File: config.mk
export PLATFORM = sky130hd
export DESIGN_NAME = dp_alu_core
export DESIGN_NICKNAME = d
export VERILOG_FILES = /design/src/rtl/dpalu_pkg.sv /design/src/rtl/dp_cond_eval.sv /design/src/rtl/dp_logic_unit.sv /design/src/rtl/dp_arith_unit.sv /design/src/rtl/dp_alu_core.sv
export SDC_FILE = /design/constraint.sdc
export NUM_CORES = 1
export LEC_CHECK = 0
export ABC_AREA = 1
export BUFFER_PORTS_ARGS = -buffer_cell sky130_fd_sc_hd__buf_2
export CAP_MARGIN = 30
export CORE_MARGIN = 2
export CORE_UTILIZATION = 63
export CTS_CLUSTER_DIAMETER = 40
export DETAILED_ROUTE_END_ITERATION = 8
export PLACE_DENSITY = 0.89
export SLEW_MARGIN = 20
export SYNTH_ARGS = -nofsm -noshare
export SYNTH_HDL_FRONTEND = slang
export SYNTH_SLANG_ARGS = --single-unit
File: constraint.sdc
create_clock -name clk -period 9.77 [get_ports clk]
set_clock_uncertainty 0.1 [all_clocks]
set_input_delay 0.4885 -clock clk [delete_from_list [all_inputs] [get_ports clk]]
set_output_delay 0.4885 -clock clk [all_outputs]
set_load 0.02 [all_outputs]
File: src/rtl/dpalu_pkg.sv
// Package: shared opcode, condition and flag types for the data-processing ALU.
// Assumes the 4-bit opcode and condition encodings listed in the brief.
package dpalu_pkg;

    typedef enum logic [3:0] {
        OP_AND = 4'd0,  OP_EOR = 4'd1,  OP_SUB = 4'd2,  OP_RSB = 4'd3,
        OP_ADD = 4'd4,  OP_ADC = 4'd5,  OP_SBC = 4'd6,  OP_RSC = 4'd7,
        OP_TST = 4'd8,  OP_TEQ = 4'd9,  OP_CMP = 4'd10, OP_CMN = 4'd11,
        OP_ORR = 4'd12, OP_MOV = 4'd13, OP_BIC = 4'd14, OP_MVN = 4'd15
    } dp_op_e;

    typedef enum logic [3:0] {
        CC_EQ = 4'd0,  CC_NE = 4'd1,  CC_CS = 4'd2,  CC_CC = 4'd3,
        CC_MI = 4'd4,  CC_PL = 4'd5,  CC_VS = 4'd6,  CC_VC = 4'd7,
        CC_HI = 4'd8,  CC_LS = 4'd9,  CC_GE = 4'd10, CC_LT = 4'd11,
        CC_GT = 4'd12, CC_LE = 4'd13, CC_AL = 4'd14, CC_NV = 4'd15
    } cond_e;

    typedef struct packed {
        logic n;
        logic z;
        logic c;
        logic v;
    } nzcv_t;

    // Compare/test class: flags only, no destination write.
    function automatic logic op_is_compare(input logic [3:0] op);
        return (op[3:2] == 2'b10);
    endfunction

    // Logical class: carry from the shifter, overflow preserved.
    function automatic logic op_is_logical(input logic [3:0] op);
        return (op == OP_AND) || (op == OP_EOR) || (op == OP_TST) ||
               (op == OP_TEQ) || (op[3:2] == 2'b11);
    endfunction

endpackage

File: src/rtl/dp_cond_eval.sv
// Condition evaluator: decides from the 4-bit condition code and the
// current flags whether the instruction executes. Purely combinational.
module dp_cond_eval
    import dpalu_pkg::*;
(
    input  logic [3:0] cond_i,
    input  nzcv_t      flags_i,
    output logic       pass_o
);

    // Decode the condition code against the flag values.
    always_comb begin
        unique case (cond_e'(cond_i))
            CC_EQ:   pass_o = flags_i.z;
            CC_NE:   pass_o = !flags_i.z;
            CC_CS:   pass_o = flags_i.c;
            CC_CC:   pass_o = !flags_i.c;
            CC_MI:   pass_o = flags_i.n;
            CC_PL:   pass_o = !flags_i.n;
            CC_VS:   pass_o = flags_i.v;
            CC_VC:   pass_o = !flags_i.v;
            CC_HI:   pass_o = flags_i.c && !flags_i.z;
            CC_LS:   pass_o = !flags_i.c || flags_i.z;
            CC_GE:   pass_o = (flags_i.n == flags_i.v);
            CC_LT:   pass_o = (flags_i.n != flags_i.v);
            CC_GT:   pass_o = !flags_i.z && (flags_i.n == flags_i.v);
            CC_LE:   pass_o = flags_i.z || (flags_i.n != flags_i.v);
            CC_AL:   pass_o = 1'b1;
            default: pass_o = 1'b0;
        endcase
    end

endmodule

File: src/rtl/dp_logic_unit.sv
// Bitwise unit: produces the logical results (AND, EOR, ORR, MOV, BIC,
// MVN and the TST/TEQ forms). Assumes the caller selects it only for the
// logical class; other opcodes yield don't-care data (zero here).
module dp_logic_unit
    import dpalu_pkg::*;
#(
    parameter int DATA_W = 32
) (
    input  logic [3:0]        op_i,
    input  logic [DATA_W-1:0] rn_i,
    input  logic [DATA_W-1:0] opd_i,
    output logic [DATA_W-1:0] res_o
);

    // Select the bitwise function named by the opcode.
    always_comb begin
        unique case (dp_op_e'(op_i))
            OP_AND, OP_TST: res_o = rn_i & opd_i;
            OP_EOR, OP_TEQ: res_o = rn_i ^ opd_i;
            OP_ORR:         res_o = rn_i | opd_i;
            OP_MOV:         res_o = opd_i;
            OP_BIC:         res_o = rn_i & ~opd_i;
            OP_MVN:         res_o = ~opd_i;
            default:        res_o = '0;
        endcase
    end

endmodule

File: src/rtl/dp_arith_unit.sv
// Add/subtract unit: one (DATA_W+1)-bit adder serves all arithmetic
// opcodes. Subtraction adds the inverted subtrahend with carry-in 1 (or
// the incoming C for the borrow forms), so carry-out means "no borrow".
// Assumes it is selected only for opcodes 2..7, 10 and 11.
module dp_arith_unit
    import dpalu_pkg::*;
#(
    parameter int DATA_W = 32
) (
    input  logic [3:0]        op_i,
    input  logic [DATA_W-1:0] rn_i,
    input  logic [DATA_W-1:0] opd_i,
    input  logic              c_in_i,
    output logic [DATA_W-1:0] res_o,
    output logic              c_out_o,
    output logic              v_out_o
);

    localparam int SUM_W = DATA_W + 1;

    logic [DATA_W-1:0] a_op;
    logic [DATA_W-1:0] b_op;
    logic              invert_b;
    logic              carry_in;
    logic [DATA_W-1:0] b_eff;
    logic [SUM_W-1:0]  sum;

    // Steer the operands, the inversion and the carry-in for each opcode.
    always_comb begin
        a_op     = rn_i;
        b_op     = opd_i;
        invert_b = 1'b0;
        carry_in = 1'b0;
        unique case (dp_op_e'(op_i))
            OP_SUB, OP_CMP: begin invert_b = 1'b1; carry_in = 1'b1; end
            OP_RSB: begin a_op = opd_i; b_op = rn_i; invert_b = 1'b1; carry_in = 1'b1; end
            OP_ADD, OP_CMN: carry_in = 1'b0;
            OP_ADC: carry_in = c_in_i;
            OP_SBC: begin invert_b = 1'b1; carry_in = c_in_i; end
            OP_RSC: begin a_op = opd_i; b_op = rn_i; invert_b = 1'b1; carry_in = c_in_i; end
            default: carry_in = 1'b0;
        endcase
    end

    assign b_eff = invert_b ? ~b_op : b_op;

    // Full-width sum with carry-in.
    assign sum     = {1'b0, a_op} + {1'b0, b_eff} + {{DATA_W{1'b0}}, carry_in};
    assign res_o   = sum[DATA_W-1:0];
    assign c_out_o = sum[DATA_W];

    // Overflow: both adder inputs share a sign that the result lacks.
    assign v_out_o = (~(a_op[DATA_W-1] ^ b_eff[DATA_W-1])) &
                     (a_op[DATA_W-1] ^ sum[DATA_W-1]);

endmodule

File: src/rtl/dp_alu_core.sv
// Conditional data-processing ALU: tests the condition against the flag
// register, computes one of sixteen operations and registers the result,
// a one-cycle write strobe and the updated flags. Assumes operand shifting
// and register-file access are done by the caller. Synchronous
// active-low reset clears all state.
module dp_alu_core
    import dpalu_pkg::*;
#(
    parameter int DATA_W = 32
) (
    input  logic              clk,
    input  logic              rst_n,
    input  logic              issue_i,
    input  logic [31:0]       instr_i,
    input  logic [DATA_W-1:0] rn_i,
    input  logic [DATA_W-1:0] opd_i,
    input  logic              shc_i,
    output logic [DATA_W-1:0] result_o,
    output logic              wr_en_o,
    output logic [3:0]        flags_o
);

    localparam int COND_LSB = 28;
    localparam int OPC_LSB  = 21;
    localparam int SET_BIT  = 20;

    logic [3:0]        cond_f;
    logic [3:0]        opc_f;
    logic              set_f;
    logic              instr_unused;
    nzcv_t             flags_q;
    logic              cond_ok;
    logic [DATA_W-1:0] logic_res;
    logic [DATA_W-1:0] arith_res;
    logic              arith_c;
    logic              arith_v;
    logic              is_cmp;
    logic              is_log;
    logic [DATA_W-1:0] alu_res;
    nzcv_t             flags_nxt;
    logic              do_write;
    logic              do_flags;
    logic [DATA_W-1:0] result_q;
    logic              wr_q;

    assign cond_f       = instr_i[COND_LSB +: 4];
    assign opc_f        = instr_i[OPC_LSB +: 4];
    assign set_f        = instr_i[SET_BIT];
    assign instr_unused = ^{instr_i[27:25], instr_i[19:0]};

    dp_cond_eval u_cond (
        .cond_i  (cond_f),
        .flags_i (flags_q),
        .pass_o  (cond_ok)
    );

    dp_logic_unit #(.DATA_W(DATA_W)) u_logic (
        .op_i  (opc_f),
        .rn_i  (rn_i),
        .opd_i (opd_i),
        .res_o (logic_res)
    );

    dp_arith_unit #(.DATA_W(DATA_W)) u_arith (
        .op_i    (opc_f),
        .rn_i    (rn_i),
        .opd_i   (opd_i),
        .c_in_i  (flags_q.c),
        .res_o   (arith_res),
        .c_out_o (arith_c),
        .v_out_o (arith_v)
    );

    // Classify the opcode and choose the datapath result.
    always_comb begin
        is_cmp  = op_is_compare(opc_f);
        is_log  = op_is_logical(opc_f);
        alu_res = is_log ? logic_res : arith_res;
    end

    // Form next-flag values by operation class.
    always_comb begin
        flags_nxt.n = alu_res[DATA_W-1];
        flags_nxt.z = (alu_res == '0);
        if (is_log) begin
            flags_nxt.c = shc_i;
            flags_nxt.v = flags_q.v;
        end else begin
            flags_nxt.c = arith_c;
            flags_nxt.v = arith_v;
        end
    end

    // Decide which state this instruction may change.
    always_comb begin
        do_write = issue_i && cond_ok && !is_cmp;
        do_flags = issue_i && cond_ok && (set_f || is_cmp);
    end

    // Flag register update.
    always_ff @(posedge clk) begin
        if (!rst_n)        flags_q <= '0;
        else if (do_flags) flags_q <= flags_nxt;
    end

    // Write strobe and result holding register.
    always_ff @(posedge clk) begin
        if (!rst_n) begin
            wr_q     <= 1'b0;
            result_q <= '0;
        end else begin
            wr_q <= do_write;
            if (do_write) result_q <= alu_res;
        end
    end

    assign result_o = result_q;
    assign wr_en_o  = wr_q;
    assign flags_o  = flags_q;

    // Assertions guarding the state-update rules.
    AST_IDLE_QUIET: assert property (@(posedge clk) disable iff (!rst_n)
        !issue_i |=> !wr_en_o && $stable(flags_o));
    AST_FAIL_QUIET: assert property (@(posedge clk) disable iff (!rst_n)
        issue_i && !cond_ok |=> !wr_en_o && $stable(flags_o));
    AST_NEVER_RUNS: assert property (@(posedge clk) disable iff (!rst_n)
        issue_i && cond_f == 4'hF |=> !wr_en_o);
    AST_CMP_NO_WRITE: assert property (@(posedge clk) disable iff (!rst_n)
        issue_i && is_cmp |=> !wr_en_o);
    AST_NOSET_HOLD: assert property (@(posedge clk) disable iff (!rst_n)
        issue_i && !set_f && !is_cmp |=> $stable(flags_o));
    AST_LOGIC_V_KEEP: assert property (@(posedge clk) disable iff (!rst_n)
        issue_i && is_log |=> flags_o[0] == $past(flags_o[0]));
    AST_RESULT_HOLD: assert property (@(posedge clk) disable iff (!rst_n)
        !do_write |=> $stable(result_o));

endmodule

==> results_dict.tcl <==
set metrics [dict create \
    layout-drive-gt1-share_pct 10.6 \
    crit_fanout 54 \
    io_pins 137 \
    synth-seq-cells 37 \
    cts_tree "yes" \
    seq_area_frac_synth_pct 10.2 \
    dp_hpwl_mm 18.4 \
    path_clk_slew_ps 60 \
    port_buffers 113 \
    fin_ws_ps 5800 \
    first_iter_violations 836 \
    finalSetupTns_ps 0 \
    synth_edf_count 0 \
    maxClockFrequency_mhz 252 \
    clkSinkCount 37 \
    syn_inst 1362 \
    die_w_um 111 \
    placed_area_mm2 0.00787 \
    vdd_drop_max_mv 0.116 \
    yosysWarnings 0 \
    post_cts_buffers 0 \
    hold_path.class "reg2reg" \
    die_h_um 111 \
    drcViolationCount 0 \
    setup_viol 0 \
    area.growth.synth_to_final_pct 10.4 \
    die-area_mm2 0.0124 \
    via_count 8983 \
    avgSynthCellArea_um2 5.34 \
    maxCapViolations 0 \
    grt_pass1_vias 8186 \
    grt.overflow.total 0 \
    fin_crit_ps 3970 \
    grt_pass1_wl_mm 38.5 \
    clk_latency_ps 290 \
    drtPass1Iterations 6 \
    finalMaxSlewViolations 0 \
    ctsHtreeMaxLevel 2 \
    dp.cells 1578 \
    antenna_found_initial 0 \
    worstPathRequired_ps 9890 \
    drt-vias-per-instance 5.66 \
    cts_inserted_buffers 5 \
    critPathArrivalTime_ps 4090 \
    wirelength_mm 23.8 \
    crit_path_end_kind "register" \
    cts_buffer_depth 2 \
    cts_root_buffer "clkbuf_16" \
    postLayoutCellArea_mm2 0.00803 \
    p_leak_uw 0.00452 \
    rows 39 \
    fin_crit_sh_pct 40.6 \
    multi_input_area_mm2 0.00541 \
    powerDensity_mw_per_mm2 114 \
    syn_nets 1527 \
    synth_cell_types 44 \
    grt_start_max_net_pins 129 \
    gp_congestion 0.986 \
    seqCellArea_um2 741 \
    slew_headroom_pct 51.5 \
    worst_setup_path_start_kind "input pin" \
    drtAntennaViolNets 0 \
    async_reset_ff_share_pct 0 \
    grt_usage_pct 38.0 \
    stdcell_count 1588 \
    start_util_pct 64.2 \
    wire_per_inst_um 15.0 \
    post_cts_resized 0 \
    synth_flop_cell "dfxtp_1" \
    pre_cts_ws_ps 5150 \
    status "completed" \
    hold_buffers 0 \
    worst_pin_slew_ps 726 \
    coreArea_mm2 0.0113 \
    path_class "in2reg" \
    fill_cells 1083 \
    final_util_pct 70.9 \
    synth_area_mm2 0.00727 \
    rsz0062_at_grt "false" \
    nets 1608 \
    hold_viol 0 \
]
[final cells by class]
type,count,area share [%]
clock buffer,6,1.61
inverter,235,11.1
multi-input combinational,1043,67.5
antenna,1,0.0312
sequential,37,9.23
clock inverter,2,0.125
tap,143,2.23
timing repair buffer,121,8.26
[cells by family after synthesis]
logic type	synth area share [%]
compound gates	19.4
xor+xnor	4.58
fa+ha+maj	11.4
buf+inv	15.7
flops	10.2
simple gates	38.8
[critical path: stages]
cell     delay [ps]
buf_2           160
nand2_1         120
nor2_4           80
buf_4           410
o21ai_0         180
xor2_1          180
fa_1            370
inv_1           210
fa_1            310
nand2_1          90
nand2_1         100
nand3_1          90
nand2_1         120
nand2_1          80
nand2_1          90
nand2_1          50
nand3_1         120
nand2_1          70
nor3_1          230
nand2_1         100
nor3_1          220
nand2_1          90
a21oi_2         110
[registers in the layout, indices dropped and copies added (netlist names)]
register  flops
result_o     32
flags_o       4
wr_en_o       1
[per-stage QoR]
stage               total power [uW]  hold WS [ps]
global route                     990           371
CTS                              899           357
detailed placement               740           350
finish                           912           359
global placement                 728           352
floorplan                        582           439
[synthesized netlist by cell type (11+ instances only)]
| master | number | area (um^2) |
|---|---|---|
| inv_1 | 230 | 863 |
| dfxtp_1 | 37 | 741 |
| nand2_1 | 442 | 1660 |
| o21ai_0 | 135 | 676 |
| nor3_1 | 12 | 60.1 |
| clkbuf_1 | 20 | 75.1 |
| nand4_1 | 15 | 93.8 |
| a21oi_1 | 69 | 345 |
| xor2_1 | 38 | 333 |
| nand3_1 | 89 | 445 |
| buf_2 | 11 | 55.1 |
| nor2_1 | 97 | 364 |
| ha_1 | 63 | 788 |
| a31oi_1 | 17 | 106 |
[worst paths after layout]
path | from | end | slack (ps) | cells past startpoint
worst min-delay path | result_o[6] | result_o[6] | 360 | 2
worst max register to register | flags_o[1] | flags_o[2] | 6180 | 20
worst max-delay path | instr_i[22] | flags_o[2] | 5800 | 23
worst min register to register | result_o[6] | result_o[6] | 360 | 2
[placed cells by master, fill, tap and decap left out, types with 2 or more instances in the layout]
cell type	synthesis	layout
buf_12	0	3
nand2_2	3	3
a211oi_1	2	2
nand4_1	15	15
inv_1	230	230
clkbuf_16	0	5
xor2_1	38	38
nor3_2	2	2
ha_1	63	63
or2_2	6	6
o21ai_1	4	4
nor2_2	1	2
o221ai_1	2	2
o22ai_1	6	6
o21a_1	4	4
clkinv_2	1	3
nand3_1	89	88
dfxtp_1	37	37
a221oi_1	2	2
and2_1	2	2
nor2_1	97	94
o2111ai_1	5	5
nand2_1	442	442
nor3_1	12	12
nor3b_1	2	2
fa_1	2	2
a21oi_1	69	69
nor2_4	1	3
inv_2	3	3
buf_2	11	113
a31oi_1	17	17
o211ai_1	8	8
nand3b_1	7	7
o21ai_0	135	135
buf_4	4	5
[report_power, final]
group / total (uW) / switching, uW / internal [uW] / leakage [uW]
sequential: 174 / 7.63 / 166 / 0.000303
combinational: 581 / 392 / 189 / 0.00415
clock: 157 / 63.8 / 93.7 / 0.0000706
total: 912 / 463 / 449 / 0.00452
[layer usage]
layer  wire length (um)  global-route usage (%)  up-vias  part of all wire (%)
met2              10400                    61.7      484                    44
met3               2270                    4.84      109                   9.6
met1               9250                    46.2     3869                    39
met5                  0                       0        -                     0
met4               1890                    28.2        0                   8.0
li1                   -                       -     4521                     -
Note: power is estimated with default switching activity, not from simulation.
